## src/rtl/hold_pkg.sv

```systemverilog
package hold_pkg;

  typedef enum logic [1:0] {
    HS_RUN   = 2'd0,
    HS_PAUSE = 2'd1,
    HS_LOCK  = 2'd2
  } hold_state_e;

  // Bit positions inside the synchronized input vector.
  localparam int unsigned SIG_SDI    = 0;
  localparam int unsigned SIG_HOLD_N = 1;
  localparam int unsigned SIG_CS_N   = 2;
  localparam int unsigned SIG_SCLK   = 3;
  localparam int unsigned SIG_COUNT  = 4;

  // Idle levels: clock low, deselected, hold released, data low.
  localparam logic [SIG_COUNT-1:0] SIG_IDLE = 4'b0110;

endpackage

```

## src/rtl/hold_sync.sv

```systemverilog
module hold_sync #(
  parameter int unsigned       W      = 4,
  parameter int unsigned       STAGES = 2,
  parameter logic [W-1:0]      IDLE   = '0
) (
  input  logic         clk,
  input  logic         rst_n,
  input  logic [W-1:0] d_i,
  output logic [W-1:0] q_o
);

  logic [W-1:0] chain_q [STAGES];

  genvar s;
  generate
    for (s = 0; s < STAGES; s++) begin : g_stage
      logic [W-1:0] stage_d;
      if (s == 0) begin : g_first
        assign stage_d = d_i;
      end else begin : g_rest
        assign stage_d = chain_q[s-1];
      end
      always_ff @(posedge clk or negedge rst_n) begin
        if (!rst_n) begin
          chain_q[s] <= IDLE;
        end else begin
          chain_q[s] <= stage_d;
        end
      end
    end
  endgenerate

  assign q_o = chain_q[STAGES-1];

endmodule

```

## src/rtl/hold_fsm.sv

```systemverilog
module hold_fsm
  import hold_pkg::*;
(
  input  logic clk,
  input  logic rst_n,
  input  logic sclk_s,
  input  logic cs_n_s,
  input  logic hold_n_s,
  output logic run_o,
  output logic hold_active_o,
  output logic iface_rst_o
);

  hold_state_e state_q, state_d;

  // Entry and normal exit are only taken while the sampled clock is low.
  // An edge that arrives with the clock high simply waits here until it is.
  always_comb begin
    state_d = state_q;
    unique case (state_q)
      HS_RUN: begin
        if (!cs_n_s && !hold_n_s && !sclk_s) begin
          state_d = HS_PAUSE;
        end
      end
      HS_PAUSE: begin
        if (cs_n_s) begin
          state_d = HS_LOCK;
        end else if (hold_n_s && !sclk_s) begin
          state_d = HS_RUN;
        end
      end
      HS_LOCK: begin
        if (hold_n_s) begin
          state_d = HS_RUN;
        end
      end
      default: state_d = HS_RUN;
    endcase
  end

  always_ff @(posedge clk or negedge rst_n) begin
    if (!rst_n) begin
      state_q <= HS_RUN;
    end else begin
      state_q <= state_d;
    end
  end

  assign run_o         = (state_q == HS_RUN);
  assign hold_active_o = (state_q != HS_RUN);
  assign iface_rst_o   = (state_q == HS_LOCK);

endmodule

```

## src/rtl/hold_edge.sv

```systemverilog
module hold_edge (
  input  logic clk,
  input  logic rst_n,
  input  logic sclk_s,
  input  logic qual_i,
  output logic rise_o,
  output logic fall_o
);

  logic sclk_q;
  logic sclk_d;

  always_comb begin
    sclk_d = sclk_s;
  end

  always_ff @(posedge clk or negedge rst_n) begin
    if (!rst_n) begin
      sclk_q <= 1'b0;
    end else begin
      sclk_q <= sclk_d;
    end
  end

  assign rise_o = qual_i &  sclk_s & ~sclk_q;
  assign fall_o = qual_i & ~sclk_s &  sclk_q;

endmodule

```

## src/rtl/hold_frame.sv

```systemverilog
module hold_frame #(
  parameter int unsigned WORD_W = 8,
  localparam int unsigned CNT_W = $clog2(WORD_W)
) (
  input  logic              clk,
  input  logic              rst_n,
  input  logic              clr_i,
  input  logic              shift_en_i,
  input  logic              sdi_i,
  output logic [CNT_W-1:0]  bit_cnt_o,
  output logic [WORD_W-1:0] word_o,
  output logic              valid_o
);

  localparam logic [CNT_W-1:0] CNT_LAST = CNT_W'(WORD_W - 1);

  logic [CNT_W-1:0]  cnt_q,  cnt_d;
  logic [WORD_W-1:0] shr_q,  shr_d;
  logic [WORD_W-1:0] word_q, word_d;
  logic              vld_q,  vld_d;
  logic              last;
  logic              word_en;

  assign last    = (cnt_q == CNT_LAST);
  assign word_en = shift_en_i & ~clr_i & last;

  always_comb begin
    cnt_d  = cnt_q;
    shr_d  = shr_q;
    word_d = word_q;
    vld_d  = 1'b0;
    if (clr_i) begin
      cnt_d = '0;
      shr_d = '0;
    end else if (shift_en_i) begin
      shr_d = {shr_q[WORD_W-2:0], sdi_i};
      cnt_d = last ? '0 : cnt_q + 1'b1;
    end
    if (word_en) begin
      word_d = {shr_q[WORD_W-2:0], sdi_i};
      vld_d  = 1'b1;
    end
  end

  always_ff @(posedge clk or negedge rst_n) begin
    if (!rst_n) begin
      cnt_q  <= '0;
      shr_q  <= '0;
      word_q <= '0;
      vld_q  <= 1'b0;
    end else begin
      cnt_q  <= cnt_d;
      shr_q  <= shr_d;
      word_q <= word_d;
      vld_q  <= vld_d;
    end
  end

  assign bit_cnt_o = cnt_q;
  assign word_o    = word_q;
  assign valid_o   = vld_q;

endmodule

```

## src/rtl/spi_hold_ctrl.sv

```systemverilog
module spi_hold_ctrl
  import hold_pkg::*;
#(
  parameter int unsigned WORD_W      = 8,
  parameter int unsigned SYNC_STAGES = 2,
  localparam int unsigned CNT_W      = $clog2(WORD_W)
) (
  input  logic              clk,
  input  logic              rst_n,
  input  logic              sclk_i,
  input  logic              cs_n_i,
  input  logic              hold_n_i,
  input  logic              sdi_i,
  input  logic              core_sdo_i,
  input  logic              core_oe_i,
  output logic              hold_active_o,
  output logic              iface_rst_o,
  output logic              sclk_rise_o,
  output logic              sclk_fall_o,
  output logic              sdo_o,
  output logic              sdo_oe_o,
  output logic [CNT_W-1:0]  bit_cnt_o,
  output logic [WORD_W-1:0] rx_word_o,
  output logic              rx_valid_o
);

  // Reset: asserted asynchronously, released on a clock edge.
  logic [1:0] rst_pipe_q;
  logic       rst_int_n;

  always_ff @(posedge clk or negedge rst_n) begin
    if (!rst_n) begin
      rst_pipe_q <= '0;
    end else begin
      rst_pipe_q <= {rst_pipe_q[0], 1'b1};
    end
  end
  assign rst_int_n = rst_pipe_q[1];

  logic [SIG_COUNT-1:0] raw_vec, sync_vec;
  logic sclk_s, cs_n_s, hold_n_s, sdi_s;

  assign raw_vec[SIG_SDI]    = sdi_i;
  assign raw_vec[SIG_HOLD_N] = hold_n_i;
  assign raw_vec[SIG_CS_N]   = cs_n_i;
  assign raw_vec[SIG_SCLK]   = sclk_i;

  hold_sync #(
    .W      (SIG_COUNT),
    .STAGES (SYNC_STAGES),
    .IDLE   (SIG_IDLE)
  ) i_sync (
    .clk   (clk),
    .rst_n (rst_int_n),
    .d_i   (raw_vec),
    .q_o   (sync_vec)
  );

  assign sdi_s    = sync_vec[SIG_SDI];
  assign hold_n_s = sync_vec[SIG_HOLD_N];
  assign cs_n_s   = sync_vec[SIG_CS_N];
  assign sclk_s   = sync_vec[SIG_SCLK];

  logic run;
  logic pause;
  logic lock_rst;

  hold_fsm i_fsm (
    .clk           (clk),
    .rst_n         (rst_int_n),
    .sclk_s        (sclk_s),
    .cs_n_s        (cs_n_s),
    .hold_n_s      (hold_n_s),
    .run_o         (run),
    .hold_active_o (pause),
    .iface_rst_o   (lock_rst)
  );

  logic edge_qual;
  logic rise, fall;

  assign edge_qual = run & ~cs_n_s;

  hold_edge i_edge (
    .clk    (clk),
    .rst_n  (rst_int_n),
    .sclk_s (sclk_s),
    .qual_i (edge_qual),
    .rise_o (rise),
    .fall_o (fall)
  );

  logic frame_clr;
  assign frame_clr = cs_n_s | lock_rst;

  hold_frame #(
    .WORD_W (WORD_W)
  ) i_frame (
    .clk        (clk),
    .rst_n      (rst_int_n),
    .clr_i      (frame_clr),
    .shift_en_i (rise),
    .sdi_i      (sdi_s),
    .bit_cnt_o  (bit_cnt_o),
    .word_o     (rx_word_o),
    .valid_o    (rx_valid_o)
  );

  assign hold_active_o = pause;
  assign iface_rst_o   = lock_rst;
  assign sclk_rise_o   = rise;
  assign sclk_fall_o   = fall;
  assign sdo_o         = core_sdo_i;
  assign sdo_oe_o      = core_oe_i & ~cs_n_s & ~pause;

endmodule

```

## config.mk

```make
export PLATFORM = sky130hd
export DESIGN_NAME = spi_hold_ctrl
export DESIGN_NICKNAME = d
export VERILOG_FILES = /design/src/rtl/hold_pkg.sv /design/src/rtl/hold_sync.sv /design/src/rtl/hold_fsm.sv /design/src/rtl/hold_edge.sv /design/src/rtl/hold_frame.sv /design/src/rtl/spi_hold_ctrl.sv
export SDC_FILE = /design/constraint.sdc
export NUM_CORES = 1
export LEC_CHECK = 0
export BUFFER_PORTS_ARGS = -buffer_cell sky130_fd_sc_hd__buf_4
export CAP_MARGIN = 5
export CORE_AREA = 2 2 49 51
export CTS_CLUSTER_DIAMETER = 80
export DETAILED_ROUTE_END_ITERATION = 10
export DIE_AREA = 0 0 51 53
export PLACE_DENSITY = 0.77
export SLEW_MARGIN = 10
export SYNTH_ARGS = -nofsm -noshare
export SYNTH_HDL_FRONTEND = slang
export SYNTH_SLANG_ARGS = --single-unit
```

## constraint.sdc

```tcl
create_clock -name clk -period 3.02 [get_ports clk]
set_clock_uncertainty 0.1 [all_clocks]
set_input_delay 0.151 -clock clk [delete_from_list [all_inputs] [get_ports clk]]
set_output_delay 0.151 -clock clk [all_outputs]
set_load 0.05 [all_outputs]
```

==> results_dict.tcl <==
set metrics [dict create \
    crit_fanout 9 \
    synth_cells 76 \
    dpl.hpwl_um 1270 \
    cts_tree "built" \
    die_x_um 51 \
    grt_antenna_before_repair 0 \
    outcome "complete, no violations" \
    fin_area_um2 1480 \
    crit_path_start "i_fsm.state_q[0]$_DFFE_PN0P_" \
    wire_per_inst_um 13.2 \
    clockRootBuffer "clkbuf_4" \
    vias 701 \
    cts_resized 0 \
    yosysTopAreaCellShare_pct 60.3 \
    dieArea_um2 2700 \
    synth_area_um2 1160 \
    drive_gt1_share_pct 44.5 \
    final_nets 119 \
    drc 0 \
    slew_viol_final 0 \
    ys_warn_count 0 \
    cellLeakagePower_nw 0.755 \
    grt_max_degree 31 \
    cts.path.max_buffers 2 \
    dieHeight_um 53 \
    fmax_mhz 480 \
    dp.cells 124 \
    p_per_area_nw_per_um2 562 \
    critPathKind "reg2reg" \
    crit_arrival_ns 2.18 \
    required_ns 3.12 \
    synth-seq-cells 32 \
    min_path_type "reg2async" \
    fin_cells 138 \
    reg2reg_from "i_fsm.state_q[0]$_DFFE_PN0P_" \
    fillers 168 \
    hold_violations 0 \
    grt-ovfl-total 0 \
    initial_core_util_pct 54.1 \
    finalSetupTns_ns 0 \
    synth_fa_ha_area_share_pct 2.15 \
    portBuffers 23 \
    synth.yosys.seq_area_share_pct 69.3 \
    maxCapViolCount 0 \
    gp_congestion 0.676 \
    placed_cell_area_um2 1340 \
    clkTransAtPathRegs_ns 0.10 \
    first_global_vias 706 \
    syn2layout_area_growth_pct 27.4 \
    core-area_um2 2150 \
    final_util_pct 69.0 \
    finalSetupViolCount 0 \
    synth_area_leader_cell "dfrtp_1" \
    syn-num-nets 86 \
    rows 17 \
    drt_pre_antenna_iters 3 \
    ios 26 \
    initialDrtViolationCount 3 \
    finalCritPeriodShare_pct 69.0 \
    avgSynthCellArea_um2 15.3 \
    endpoint_kind "flip-flop" \
    synth_compound_area_share_pct 9.58 \
    critPathLaunchType "flip-flop" \
    htreeDepth 2 \
    irDropWorstVdd_uv 405 \
    clock_latency_ns 0.32 \
    tightest_slew_ns 0.706 \
    synthMuxAreaShare_pct 7.75 \
    diodes 0 \
    cts_buffers 5 \
    synth.area.top_cells "dfrtp_1 (60%), dfstp_2 (9.0%), mux2_2 (7.8%)" \
    yosys.area_share.simple_pct 7.32 \
    cts.sinks 32 \
    fin_crit_ns 2.08 \
    synth_cell_types 22 \
    grt_pass1_wl_um 3040 \
    drt-vias-per-instance 5.08 \
    slew_headroom_pct 52.7 \
    ant_nets 0 \
    grt_setup_unrepaired "false" \
    grt_use_total_pct 16.4 \
    synth-xor-area-share_pct 0 \
    synth_top_family_by_area "compound AO/OA/AOI/OAI gates" \
    wl_um 1830 \
]
[cell type report]
type	count	area (um^2)	area share [%]
clock buffer	6	41.3	2.79
timing repair buffer	29	233	15.7
multi-input combinational	37	315	21.3
clock inverter	2	35.0	2.36
tap	28	35.0	2.36
inverter	4	15.0	1.01
sequential	32	807	54.5
[per-stage QoR]
| step | worst slack (ns) | hold slack, ns | total power [W] |
|---|---|---|---|
| 2_1_floorplan | 0.793 | -0.245 | 0.000508 |
| 3_3_place_gp | 1.01 | -0.166 | 0.000525 |
| 3_5_place_dp | 0.963 | -0.164 | 0.000527 |
| 4_1_cts | 0.936 | 0.0230 | 0.000844 |
| 5_1_grt | 0.856 | 0.202 | 0.000879 |
| 6_report | 0.936 | 0.196 | 0.000832 |
[cell usage in the layout (no fill, tap or decap), types with 2 or more instances in the layout]
master	netlist	layout
ha_1	2	2
nor2_1	4	4
dfrtp_1	28	27
dlygate4sd3_1	0	6
dfstp_2	4	4
or2_2	2	2
inv_1	4	4
mux2_2	8	8
buf_4	2	23
clkbuf_4	0	5
a22o_1	9	9
[worst max-delay path: stages, from the launching register on]
cell and delay, ns:
dfrtp_1 0.43, or3_4 0.42, nor3b_2 0.60, mux2_2 0.41
[routing by layer]
layer	vias up	track usage, %	wire (um)
li1	332	-	-
met1	349	19.8	813
met2	18	25.3	901
met3	2	7.63	93
met4	0	6.76	17
met5	-	0	0
[kinds of logic (layout without fill, tap and decap cells)]
| kind of cell | count (synthesis) | after routing |
|---|---|---|
| mux | 8 | 8 |
| fa+ha+maj | 2 | 2 |
| compound gates | 13 | 13 |
| simple gates | 13 | 13 |
| flops | 32 | 32 |
| buf+inv | 7 | 41 |
| other cells | 1 | 1 |
[state kept, by name (all words and copies together) (netlist names)]
signal / cells
i_edge.sclk_q: 1
i_frame.bit_cnt_o: 3
i_frame.shr_q: 7
i_frame.valid_o: 1
i_frame.word_o: 8
i_fsm.state_q: 2
i_sync.g_stage.stage_d: 4
i_sync.q_o: 4
rst_pipe_q: 2
[power by group]
| group | switching, W | internal (W) |
|---|---|---|
| registers | 0.0000151 | 0.000442 |
| logic | 0.0000387 | 0.0000281 |
| clock network | 0.000135 | 0.000174 |
[Yosys cell counts (all sizes together)]
cell type / count
dfrtp: 28
a22o: 9
mux2: 8
dfstp: 4
inv: 4
nor2: 4
buf: 3
ha: 2
nor3b: 2
or2: 2
a21oi: 1
a32o: 1
and2b: 1
conb: 1
nand2: 1
nand3b: 1
nor2b: 1
o21ai: 1
o22ai: 1
or3: 1
[repair_timing]
| item | CTS | global route |
|---|---|---|
| hold buffers | 5 | 1 |
| setup buffers | 0 | 0 |
| hold endpoints to repair | 6 | 1 |
| setup endpoints to repair | 0 | 0 |
[path summary, 6_finish.rpt]
check                                                 to  slack (ns)  cells past startpoint
max reg2reg                i_frame.word_o[4]$_DFFE_PN0P_        0.94                      3
min in group clk                                   sdo_o        0.20                      0
min reg2reg                      i_edge.sclk_q$_DFF_PN0_        0.20                      0
max                        i_frame.word_o[4]$_DFFE_PN0P_        0.94                      3
min                              i_edge.sclk_q$_DFF_PN0_        0.20                      0
max in group asynchronous        rst_pipe_q[0]$_DFF_PN0_        2.16                      3
Note: power is estimated with default switching activity, not from simulation.
